File: src/rtl/tcmp_pkg.sv
package tcmp_pkg;
  localparam int MODE_W = 4;
  localparam int CSR_W  = 8;
  typedef logic [MODE_W-1:0] mode_t;
  localparam mode_t MODE_OFF    = 4'h0;
  localparam mode_t MODE_TOGGLE = 4'h5;
  localparam mode_t MODE_PULSE  = 4'hF;
  localparam int BIT_DRE  = 0;
  localparam int BIT_MLO  = 2;
  localparam int BIT_IE   = 6;
  localparam int BIT_FLAG = 7;
endpackage

File: src/rtl/tcmp_chan.sv
module tcmp_chan
  import tcmp_pkg::*;
#(
  parameter int TW = 31
) (
  input  logic             clk,
  input  logic             rst_n,
  input  logic [TW-1:0]    tc_i,
  input  logic             csr_we_i,
  input  logic [CSR_W-1:0] csr_wd_i,
  input  logic             cmp_we_i,
  input  logic [TW-1:0]    cmp_wd_i,
  input  logic             flag_clr_i,
  output logic [CSR_W-1:0] csr_rd_o,
  output logic [TW-1:0]    cmp_rd_o,
  output logic             flag_o,
  output logic             irq_o,
  output logic             dma_o,
  output logic             out_o
);
  mode_t         mode_q, mode_d, wr_mode;
  logic          ie_q, ie_d, dre_q, dre_d;
  logic          flag_q, flag_d, out_q, out_d;
  logic [TW-1:0] act_q, act_d, nxt_q, nxt_d;
  logic          vld_q, vld_d;
  logic          match, clr, cfg_en, cmp_en;
  logic          unused_csr_b1;

  assign unused_csr_b1 = csr_wd_i[1];

  // next-state logic
  always_comb begin
    wr_mode = mode_t'(csr_wd_i[BIT_MLO +: MODE_W]);
    match   = (mode_q != MODE_OFF) && (tc_i == act_q);
    clr     = flag_clr_i | (csr_we_i & csr_wd_i[BIT_FLAG]);
    flag_d  = match | (flag_q & ~clr);
    cfg_en  = csr_we_i;
    mode_d  = wr_mode;
    ie_d    = csr_wd_i[BIT_IE];
    dre_d   = csr_wd_i[BIT_DRE];
    unique case (mode_q)
      MODE_PULSE:  out_d = match;
      MODE_TOGGLE: out_d = out_q ^ match;
      default:     out_d = 1'b0;
    endcase
    act_d = act_q;
    nxt_d = nxt_q;
    vld_d = vld_q;
    if (match && vld_q) begin
      act_d = nxt_q;
      vld_d = 1'b0;
    end
    if (cmp_we_i) begin
      if (mode_q == MODE_OFF) begin
        act_d = cmp_wd_i;
      end else begin
        nxt_d = cmp_wd_i;
        vld_d = 1'b1;
      end
    end
    if (csr_we_i && (wr_mode == MODE_OFF)) vld_d = 1'b0;
    cmp_en = cmp_we_i | (match & vld_q) | csr_we_i;
  end

  // state registers
  always_ff @(posedge clk or negedge rst_n) begin
    if (!rst_n) begin
      mode_q <= MODE_OFF;
      ie_q   <= 1'b0;
      dre_q  <= 1'b0;
    end else if (cfg_en) begin
      mode_q <= mode_d;
      ie_q   <= ie_d;
      dre_q  <= dre_d;
    end
  end

  always_ff @(posedge clk or negedge rst_n) begin
    if (!rst_n) begin
      flag_q <= 1'b0;
      out_q  <= 1'b0;
    end else begin
      flag_q <= flag_d;
      out_q  <= out_d;
    end
  end

  always_ff @(posedge clk or negedge rst_n) begin
    if (!rst_n) begin
      act_q <= '0;
      nxt_q <= '0;
      vld_q <= 1'b0;
    end else if (cmp_en) begin
      act_q <= act_d;
      nxt_q <= nxt_d;
      vld_q <= vld_d;
    end
  end

  always_comb begin
    csr_rd_o                          = '0;
    csr_rd_o[BIT_FLAG]                = flag_q;
    csr_rd_o[BIT_IE]                  = ie_q;
    csr_rd_o[BIT_MLO +: MODE_W]       = mode_q;
    csr_rd_o[BIT_DRE]                 = dre_q;
  end
  assign cmp_rd_o = act_q;
  assign flag_o   = flag_q;
  assign irq_o    = flag_q & ie_q;
  assign dma_o    = flag_q & dre_q;
  assign out_o    = out_q;

  // a match raises the flag at the matching edge
  a_r3_flag_on_match: assert property (@(posedge clk) disable iff (!rst_n)
    match |=> flag_q);
  // a disabled channel drives its output low
  a_r10_off_quiet: assert property (@(posedge clk) disable iff (!rst_n)
    (mode_q == MODE_OFF) |=> !out_q);
  // a pulse lasts one clock unless another match follows
  a_r4_pulse_single: assert property (@(posedge clk) disable iff (!rst_n)
    (out_q && (mode_q == MODE_PULSE) && !match) |=> !out_q);
  // toggle mode inverts the output on a match
  a_r5_toggle_flips: assert property (@(posedge clk) disable iff (!rst_n)
    ((mode_q == MODE_TOGGLE) && match) |=> (out_q != $past(out_q)));
  // a queued value becomes active after a match
  a_r6_reload_takes_queue: assert property (@(posedge clk) disable iff (!rst_n)
    (match && vld_q && !cmp_we_i) |=> (act_q == $past(nxt_q)));
  // the flag holds until cleared
  a_r7_flag_sticky: assert property (@(posedge clk) disable iff (!rst_n)
    (flag_q && !clr) |=> flag_q);
endmodule

File: src/rtl/tcmp_glob.sv
module tcmp_glob #(
  parameter int NCH = 4
) (
  input  logic           clk,
  input  logic           rst_n,
  input  logic           ctl_we_i,
  input  logic           ctl_wd_i,
  input  logic           stat_we_i,
  input  logic [NCH-1:0] stat_wd_i,
  input  logic [NCH-1:0] irq_term_i,
  input  logic [NCH-1:0] out_lvl_i,
  output logic           gate_o,
  output logic [NCH-1:0] flag_clr_o,
  output logic           irq_o,
  output logic [NCH-1:0] pin_o
);
  logic gate_q, gate_d;

  always_comb begin
    gate_d = ctl_wd_i;
  end

  always_ff @(posedge clk or negedge rst_n) begin
    if (!rst_n)        gate_q <= 1'b0;
    else if (ctl_we_i) gate_q <= gate_d;
  end

  assign gate_o     = gate_q;
  assign flag_clr_o = stat_we_i ? stat_wd_i : '0;
  assign irq_o      = |irq_term_i;
  assign pin_o      = gate_q ? out_lvl_i : '0;
endmodule

File: src/rtl/tcmp_bank.sv
module tcmp_bank
  import tcmp_pkg::*;
#(
  parameter int NCH        = 4,
  parameter int TW         = 31,
  parameter int AW         = 12,
  parameter int DW         = 32,
  parameter int GCTL_ADDR  = 'h600,
  parameter int GSTAT_ADDR = 'h604,
  parameter int CH_BASE    = 'h608,
  parameter int CH_STRIDE  = 8
) (
  input  logic           clk,
  input  logic           rst_n,
  input  logic [TW-1:0]  tc_i,
  input  logic           wr_en_i,
  input  logic [AW-1:0]  wr_addr_i,
  input  logic [DW-1:0]  wr_data_i,
  input  logic [AW-1:0]  rd_addr_i,
  output logic [DW-1:0]  rd_data_o,
  output logic [NCH-1:0] pin_o,
  output logic [NCH-1:0] dma_req_o,
  output logic           irq_o
);
  localparam int CMP_OFS = 4;
  localparam int GATE_BIT = 7;

  logic [NCH-1:0]   csr_we, cmp_we, flag, irq_term, dma_term, out_lvl, flag_clr;
  logic [CSR_W-1:0] csr_rd [NCH];
  logic [TW-1:0]    cmp_rd [NCH];
  logic             gate, ctl_we, stat_we;
  logic             unused_wr_hi;

  assign unused_wr_hi = wr_data_i[DW-1];
  assign ctl_we  = wr_en_i && (wr_addr_i == AW'(GCTL_ADDR));
  assign stat_we = wr_en_i && (wr_addr_i == AW'(GSTAT_ADDR));

  for (genvar g = 0; g < NCH; g++) begin : g_ch
    assign csr_we[g] = wr_en_i && (wr_addr_i == AW'(CH_BASE + g*CH_STRIDE));
    assign cmp_we[g] = wr_en_i && (wr_addr_i == AW'(CH_BASE + g*CH_STRIDE + CMP_OFS));
    tcmp_chan #(.TW(TW)) u_ch (
      .clk        (clk),
      .rst_n      (rst_n),
      .tc_i       (tc_i),
      .csr_we_i   (csr_we[g]),
      .csr_wd_i   (wr_data_i[CSR_W-1:0]),
      .cmp_we_i   (cmp_we[g]),
      .cmp_wd_i   (wr_data_i[TW-1:0]),
      .flag_clr_i (flag_clr[g]),
      .csr_rd_o   (csr_rd[g]),
      .cmp_rd_o   (cmp_rd[g]),
      .flag_o     (flag[g]),
      .irq_o      (irq_term[g]),
      .dma_o      (dma_term[g]),
      .out_o      (out_lvl[g])
    );
  end

  tcmp_glob #(.NCH(NCH)) u_glob (
    .clk        (clk),
    .rst_n      (rst_n),
    .ctl_we_i   (ctl_we),
    .ctl_wd_i   (wr_data_i[GATE_BIT]),
    .stat_we_i  (stat_we),
    .stat_wd_i  (wr_data_i[NCH-1:0]),
    .irq_term_i (irq_term),
    .out_lvl_i  (out_lvl),
    .gate_o     (gate),
    .flag_clr_o (flag_clr),
    .irq_o      (irq_o),
    .pin_o      (pin_o)
  );

  assign dma_req_o = dma_term;

  always_comb begin
    rd_data_o = '0;
    if (rd_addr_i == AW'(GCTL_ADDR))  rd_data_o[GATE_BIT] = gate;
    if (rd_addr_i == AW'(GSTAT_ADDR)) rd_data_o[NCH-1:0] = flag;
    for (int n = 0; n < NCH; n++) begin
      if (rd_addr_i == AW'(CH_BASE + n*CH_STRIDE))
        rd_data_o[CSR_W-1:0] = csr_rd[n];
      if (rd_addr_i == AW'(CH_BASE + n*CH_STRIDE + CMP_OFS))
        rd_data_o[TW-1:0] = cmp_rd[n];
    end
  end
endmodule

File: config.mk
export PLATFORM = sky130hd
export DESIGN_NAME = tcmp_bank
export DESIGN_NICKNAME = d
export VERILOG_FILES = /design/src/rtl/tcmp_pkg.sv /design/src/rtl/tcmp_chan.sv /design/src/rtl/tcmp_glob.sv /design/src/rtl/tcmp_bank.sv
export SDC_FILE = /design/constraint.sdc
export NUM_CORES = 1
export LEC_CHECK = 0
export CORE_MARGIN = 5
export CORE_UTILIZATION = 53
export DETAILED_ROUTE_END_ITERATION = 8
export GPL_TIMING_DRIVEN = 0
export PLACE_DENSITY_LB_ADDON = 0.08
export SETUP_SLACK_MARGIN = 0.05
export SLEW_MARGIN = 20
export SYNTH_ARGS = -nofsm -noshare
export SYNTH_HDL_FRONTEND = slang
export SYNTH_SLANG_ARGS = --single-unit
File: constraint.sdc
create_clock -name clk -period 2.2 [get_ports clk]
set_input_delay 0.22 -clock clk [delete_from_list [all_inputs] [get_ports clk]]
set_output_delay 0.22 -clock clk [all_outputs]
set_load 0.01 [all_outputs]
==> results of run 1 <==
-- registers in the layout, summed over array words and instances, names as in the netlist --
name / count
g_ch.u_ch.flag_o: 4
u_glob.gate_o: 1
g_ch.u_ch.out_o: 4
g_ch.u_ch.nxt_q: 124
g_ch.u_ch.ie_q: 4
g_ch.u_ch.cmp_rd_o: 124
g_ch.u_ch.mode_q: 16
g_ch.u_ch.dre_q: 4
g_ch.u_ch.vld_q: 4
-- critical path: stages, from the launching register on --
cell                        delay, ps
sky130_fd_sc_hd__dfrtp_2          470
sky130_fd_sc_hd__xnor2_2          270
sky130_fd_sc_hd__nand4_1          240
sky130_fd_sc_hd__buf_4            210
sky130_fd_sc_hd__or4_4            500
sky130_fd_sc_hd__o41a_4           530
sky130_fd_sc_hd__clkbuf_16        230
sky130_fd_sc_hd__a21oi_2          140
-- synthesized netlist by cell type (all sizes together), types with 3 or more instances --
cell type,count,share of area (%)
dfrtp,285,44
mux2,151,10
clkbuf,122,2.8
xnor2,105,5.7
inv,103,2.4
a21oi,100,3.8
nand4,73,2.8
nor2,68,1.6
nand4b,63,3.4
o41ai,62,3.4
a31oi,58,2.2
nand2,51,1.2
o31ai,31,1.4
o32ai,30,1.6
or2b,30,1.4
a22oi,29,1.3
or4,23,1.1
buf,22,1.2
nor4,21,0.89
xor2,21,1.1
o21ai,14,0.43
and2,9,0.35
dlygate4sd1,9,0.49
nand3,9,0.28
nor4b,7,0.38
o211ai,7,0.32
o22ai,7,0.27
or4b,7,0.43
nor3,6,0.19
o221ai,6,0.32
nor2b,5,0.19
or3,5,0.19
a32oi,4,0.22
mux2i,4,0.25
o21a,4,0.19
nand3b,3,0.14
o311a,3,0.19
or2,3,0.12
-- per-stage QoR --
stage,hold slack [ps],power [mW],utilization [%],setup slack (ps)
final,199,11.9,78.5,-447
after global routing,241,12.1,78.5,-494
after CTS,206,11.8,72.9,-396
after detailed placement,201,6.16,60.7,-1940
after global placement,483,6.15,60.3,-11570
after floorplan,-75.6,5.65,-,-48.2
-- report_power, final --
part           leakage, nW  internal (mW)  switching, mW
clock network        0.533           3.29           2.33
registers             3.46           5.25         0.0252
logic                 6.10          0.380          0.603
-- per-layer routing --
layer	GRT usage, %	wire, um	vias to the layer above
li1	-	-	6384
met4	23.4	6030	4
met5	0	26	-
met3	8.46	8010	345
met1	53.1	27100	7955
met2	60.0	31700	1159
-- timing repair --
action / in CTS / in global routing
hold buffers: 1 / 0
pin swaps: 77 / 117
gates resized for setup: 553 / 307
setup endpoints to repair: 299 / 288
hold endpoints to repair: 62 / 0
buffers inserted: 63 / 21
cloned: 10 / 7
-- cell families after synthesis --
kind of cell	Yosys count	share of synthesized area, %
AND/OR/NAND/NOR	392	15.1
AO/OA/AOI/OAI	364	16.3
other	1	0.0231
buffers and inverters	259	7.10
flip-flops	285	44.0
multiplexers	155	10.7
XOR/XNOR	126	6.81
-- worst max-delay path by stage --
stage                                    from                         to  slack [ps]
floorplan           g_ch[1].u_ch.cmp_rd_o[23]  g_ch[1].u_ch.cmp_rd_o[10]         -50
global placement                        rst_n  g_ch[2].u_ch.cmp_rd_o[17]      -11570
detailed placement               rd_addr_i[7]              rd_data_o[17]       -1940
CTS                 g_ch[1].u_ch.cmp_rd_o[21]  g_ch[1].u_ch.cmp_rd_o[29]        -400
global route        g_ch[2].u_ch.cmp_rd_o[22]  g_ch[2].u_ch.cmp_rd_o[14]        -490
finish               g_ch[2].u_ch.cmp_rd_o[4]   g_ch[2].u_ch.cmp_rd_o[8]        -450
-- area by class of cell --
| class | count | area (sq um) | area share, % |
|---|---|---|---|
| multi-input cells | 1038 | 11000 | 46.3 |
| clock inverters | 13 | 173 | 0.725 |
| clock buffers | 45 | 898 | 3.77 |
| repair buffers | 215 | 2330 | 9.77 |
| plain buffers | 152 | 1340 | 5.63 |
| inverters | 103 | 387 | 1.62 |
| well taps | 396 | 495 | 2.08 |
| flip-flops and latches | 285 | 7170 | 30.1 |
==> results.txt, run 1 <==
Leaving out fill and tap cells, the most frequent cell in the layout is sky130_fd_sc_hd__dfrtp_1. Once the floorplan was initialized, standard cells occupied 53.4% of the core. In the synthesized netlist the dominant register cell turns out to be sky130_fd_sc_hd__dfrtp_1. The number of routed nets with antenna violations came out at 0. The fraction of layout instances using a drive strength above 1 is 44.3%. The worst path required time is 2700 ps. Summing all non-filler instances in the final layout gives an area of 23800 sq um. Dividing the detail-routed wire length by the instance count gives 32.4 um. Setup violations remaining at the end of the flow were counted as 153.

The chip height came out at 185 um. The die outline area is 34200 sq um. The power density of the placed cells is 499 nW/um^2. The total DRC errors in the routed layout is 0. The worst hold path belongs to the class in2async. In this run the cell area of the synthesized design comes to 16200 sq um. The area growth from synthesis to final layout came out at 47.0%. The path depth of the worst reg2reg path is 7. The count of final max-slew check failures is 0. The global-route wire length before repair is 101 mm. The worst slew slack as a fraction of its limit is 4.88%. The synthesized area per cell is 10.2 sq um. The flow ran to the end, but the final reports show violations. The number of global-route vias before repair came out at 15400. TritonCTS built the clock tree.

Counting along the longest clock path gives a buffer depth of 3. The final number of hold-violating endpoints is 0. The number of levels in the clock H-tree came out at 1. The worst setup path is of the reg2reg kind.

The library cells used most frequently in the layout, excluding fill and tap cells, are sky130_fd_sc_hd__dfrtp_1 (255), sky130_fd_sc_hd__mux2_2 (150), sky130_fd_sc_hd__inv_1 (100), sky130_fd_sc_hd__nand4_1 (73), sky130_fd_sc_hd__buf_4 (70). The area of the core came out at 30300 sq um. The total wire length is 72.8 mm. The finished layout holds 2247 standard cells, fillers aside. The final-layout fill cell count is 1863. The startpoint identified for the worst register-to-register timing path is g_ch[2].u_ch.cmp_rd_o[4].

After technology mapping, the gate count stands at 1582. The routability congestion estimate came out at 1.00. The total iterations of the first detailed-routing run came out at 5. The count of placed standard cells including taps came out at 2093.

Yosys printed 0 warnings. Clock-pin slew was measured on the worst setup and hold paths at 70 ps. The leakage power came out at 10.1 nW. The sequential element share of the synthesized area came out at 44.0%. The average vias per placed instance is 7.05. During I/O placement, the number of pins put on the boundary was 131.

The count of state elements after synthesis is 285. Entering global routing, the biggest net connects 80 pins. The worst setup path is captured at a flip-flop.

The number of distinct library cell variants in the gate-level netlist after synthesis is 62. The clock latency reported for the late side of the worst-skew pair is 600 ps. Across the run, the number of max-cap violations was 0. The checks that failed: setup timing. The timing-limited maximum frequency is 378 MHz. The number of antenna violations at the first check in global routing came out at 2. Measured along the x axis, the die boundary spans 185 um. The placement row count is 64. Setup repair after global routing could not meet its margin everywhere. The global routing usage summed across all routing layers is 39.8%. VDD sags by at most 646 uV. The slack of the worst reg-to-reg path came out at -450 ps.

Global routing finished with a remaining overflow of 0. In the final timing run, aggregate negative setup slack is -42840 ps. The nature of the critical path startpoint is a flip-flop. The arrival time at the worst endpoint came out at 3150 ps. The post-synthesis async set-or-reset flop share came out at 100%.

The count of input and output buffers is 110. The initial detailed-routing violation count is 1946. Summing all placed instances gives a cell area of 18400 sq um. The final worst slack came out at -447 ps. The via count of the routed design is 15800.

For the pin with the worst max-slew slack, the measured transition is 1430 ps. The number of CTS-inserted buffers is 31. The maximum fanout encountered on the critical timing path is 7. The CTS root buffer is sky130_fd_sc_hd__clkbuf_16. The worst reg2reg path endpoint is g_ch[2].u_ch.cmp_rd_o[8]. The placed wire-length estimate after detailed placement is 47.8 mm. The final clock skew is 34.4 ps. The final net count came out at 1916. The net count after synthesis is 1672. In this run, synthesis inferred 0 flip-flops with an integrated enable. The portion of the clock cycle consumed by the worst path in the final layout is 120%. The diode insertion count for antenna repair came out at 0. The post-layout minimum cycle time is 2650 ps. The number of clock sinks seen by CTS came out at 285.
Power figures use the tool's default switching activity.
==> inputs of run 2 (changes only) <==
- SKIP_LAST_GASP: default -> 1
==> results.txt, run 2 (synthesis gave the netlist of run 1 again) <==
The overflow left after global routing came out at 0 (unchanged). The largest net degree at the start of global routing came out at 80 (unchanged). The checks that failed: setup timing. The highest layer touched by signal routing is met5. The slack of the worst reg-to-reg path came out at -510 ps (-60 ps). The timing-limited maximum frequency is 369 MHz (-2.3%).

The global routing usage summed across all routing layers came out at 39.3% (-0.41 points). The total DRC errors in the routed layout is 0 (unchanged). The worst reg2reg path endpoint is g_ch[1].u_ch.cmp_rd_o[6]. STA classifies the critical path startpoint as a flip-flop.

Setup repair after global routing could not meet its margin everywhere. The horizontal die dimension is 185 um (unchanged). The worst-path cell with the longest stage delay is sky130_fd_sc_hd__or4_4. The final worst slack was -509 ps (-62.0 ps).

The run finished, with violations left. The number of antenna violations at the first check in global routing came to 2 (unchanged). The count of placed standard cells including taps is 2093 (unchanged). The transition time of the tightest slew-check pin is 1310 ps (-119 ps). The root buffer cell chosen for the clock tree is sky130_fd_sc_hd__clkbuf_16. The post-route non-filler standard cell count is 2267 (+0.89%). The placement row count came to 64 (unchanged). The number of routed nets with antenna violations is 0 (unchanged). The part of the total power dissipated in the clock network is 47.1% (-0.2 points). The fraction of the core area covered by cells at the end of the flow is 80.0% (+1.5 points). The path depth of the worst reg2reg path came out at 7 (unchanged). The worst path required time is 2630 ps (-70 ps). STA classifies the critical path endpoint as a flip-flop. The fraction of layout instances using a drive strength above 1 was 46.0% (+1.7 points).

The maximum fanout encountered on the critical timing path is 10 (+3). The final net count is 1936 (+1.0%). The top-level port count is 131 (unchanged). The switching share of power came out at 24.6% (-0.27 points). The count of final setup violators is 154 (+0.65%). The total routed wire length on the met1 layer was 26.9 mm (-0.54%).

The largest stage delay on the critical path came out at 550 ps (+20 ps). The placed wire-length estimate after detailed placement is 47.8 mm (unchanged). The total power consumption of the routed design was 11.9 mW (-0.24%).

The final-layout fill cell count came out at 1800 (-3.4%). The final number of hold-violating endpoints is 0 (unchanged). In this run the critical register-to-register path is launched from g_ch[1].u_ch.cmp_rd_o[6]. The clock latency reported for the late side of the worst-skew pair came out at 590 ps (about the same). The met2 wire length came to 32.3 mm (+2.1%). The part of the power in combinational logic is 8.4% (about the same).

The library cell used most frequently in the layout, excluding fill and tap cells, is sky130_fd_sc_hd__dfrtp_1. The placement-stage cell area is 18400 sq um (unchanged). The die outline area is 34200 sq um (unchanged).

The number of levels in the clock H-tree is 1 (unchanged). The total wire length came to 73.3 mm (+0.70%). The count of final max-slew check failures is 0 (unchanged). The routed length per placed instance came to 32.3 um (-0.19%). The routability congestion estimate is 1.00 (unchanged). The area growth from synthesis to final layout came out at 49.8%. The TritonCTS clock tree is built.

The buffer and inverter count on the worst path is 2 (unchanged). The max-cap violation count came out at 0 (unchanged). The total iterations of the first detailed-routing run is 6 (+1).

The clock-pin slew on the worst setup and hold paths is 60 ps (about the same). The initial detailed-routing violation count came out at 2056 (+5.7%). The critical path is of the reg2reg type.

The sum of met3 wire segment lengths after detailed routing is 8.13 mm (+1.5%). The diode insertion count for antenna repair came out at 0 (unchanged). The leakage power is 10.3 nW (+1.9%). The final clock skew came out at 20.3 ps (-14.1 ps).

The sequential share of power came out at 44.6% (+0.2 points). The count of input and output buffers is 110 (unchanged). The global-route wire length before repair is 100 mm (-1.0%). The worst min-delay path class is in2async. The critical path goes through xnor2_1, nand4_1, or4_4, buf_6, clkbuf_2, o41ai_1, a21oi_1. The portion of the clock cycle consumed by the worst path in the final layout is 123% (+2.8 points).

The chip height came out at 185 um (unchanged). In the layout the commonest cells are sky130_fd_sc_hd__dfrtp_1 (254), sky130_fd_sc_hd__mux2_2 (150), sky130_fd_sc_hd__inv_1 (100), sky130_fd_sc_hd__buf_4 (86), sky130_fd_sc_hd__nand4_1 (73). The family with the most delay on the worst path is simple AND/OR/NAND/NOR gates.

The initial standard-cell utilization of the core is 53.4% (unchanged). The number of CTS-inserted buffers is 31 (unchanged). The reported net switching power was 2.92 mW (-1.3%). The power density of the placed cells is 489 nW/um^2 (-2.1%). The area of the core is 30300 sq um (unchanged). The number of global-route vias before repair is 15100 (-1.6%). The area of all placed cells without fillers is 24300 sq um (+1.9%). The arrival time at the worst endpoint is 3140 ps (about the same). The worst slew slack as a fraction of its limit is 12.8% (+7.9 points). The worst hold-check slack came out at 196 ps (-2.82 ps). The average vias per placed instance came out at 7.04 (-0.21%). The post-layout minimum cycle time is 2710 ps (+62.0 ps). The total internal power came out at 8.94 mW (+0.12%). The peak ir drop on the vdd network came out at 631 uV (-2.2%). The clock tree buffer depth came out at 3 (unchanged). The number of clock sinks seen by CTS was 285 (unchanged). The via count of the routed design came out at 16000 (+0.68%).
==> run 2: cell types whose count changed in the layout (fill, tap and decap cells not counted), moves of 5 or more <==
cell / previous run / this run
sky130_fd_sc_hd__buf_6: 42 / 50
sky130_fd_sc_hd__buf_4: 70 / 86
sky130_fd_sc_hd__o31ai_1: 14 / 0
sky130_fd_sc_hd__clkbuf_2: 23 / 17
sky130_fd_sc_hd__o31ai_4: 9 / 21
sky130_fd_sc_hd__xnor2_2: 31 / 36
sky130_fd_sc_hd__buf_8: 13 / 8
sky130_fd_sc_hd__buf_12: 20 / 25
==> run 2: cell type report <==
cell class                 instances  area [sq um]  share of cell area, %
clock buffer                      45           898                   3.70
tap                              396           495                   2.04
multi-input combinational       1038         11200                   46.2
timing repair buffer             237          2580                   10.6
buffer                           150          1360                   5.58
clock inverter                    13           173                  0.712
sequential                       285          7170                   29.6
inverter                         103           387                   1.59
==> run 2: how the worst max path moves through the flow <==
stage          cells after the start                      start                         to
2_1_floorplan                      7  g_ch[1].u_ch.cmp_rd_o[23]  g_ch[1].u_ch.cmp_rd_o[10]
3_3_place_gp                       1                      rst_n  g_ch[2].u_ch.cmp_rd_o[17]
3_5_place_dp                       8               rd_addr_i[7]              rd_data_o[17]
4_1_cts                            7     g_ch[3].u_ch.mode_q[3]  g_ch[3].u_ch.cmp_rd_o[23]
5_1_grt                            7  g_ch[1].u_ch.cmp_rd_o[29]   g_ch[1].u_ch.cmp_rd_o[6]
6_report                           7   g_ch[1].u_ch.cmp_rd_o[6]   g_ch[1].u_ch.cmp_rd_o[6]
==> run 2: routing by layer <==
metal  global-route usage, %  vias up
met3                    8.09      333
li1                        -     6420
met1                    53.3     7967
met2                    59.1     1231
met5                       0        -
met4                    22.5        4
==> run 2: power groups by stage <==
stage / clock network [mW] / registers (mW) / logic [mW]
2_1_floorplan: 0 / 5.36 / 0.289
3_3_place_gp: 0 / 5.38 / 0.771
3_5_place_dp: 0 / 5.37 / 0.791
4_1_cts: 5.58 / 5.28 / 0.875
5_1_grt: 5.83 / 5.28 / 1.02
6_report: 5.58 / 5.28 / 0.993
==> run 2: per-stage QoR <==
step                TNS [ps]  setup WS (ps)
global placement    -3670350         -11570
floorplan              -1860          -48.2
detailed placement   -316030          -1940
global route          -40530           -497
CTS                   -46850           -398
finish                -38250           -509
==> run 2: repair_timing <==
item,CTS,global route
setup endpoints to repair,299,288
setup buffers,63,42
cloned,10,10
resized for setup,480,454
hold buffers,1,0
hold endpoints to repair,62,0
pin swaps,73,167
==> inputs of run 3 (changes only) <==
- HOLD_SLACK_MARGIN: default -> 0.05
==> results of run 3 <==
The final DEF is identical to that of run 2; final timing and power are the same.
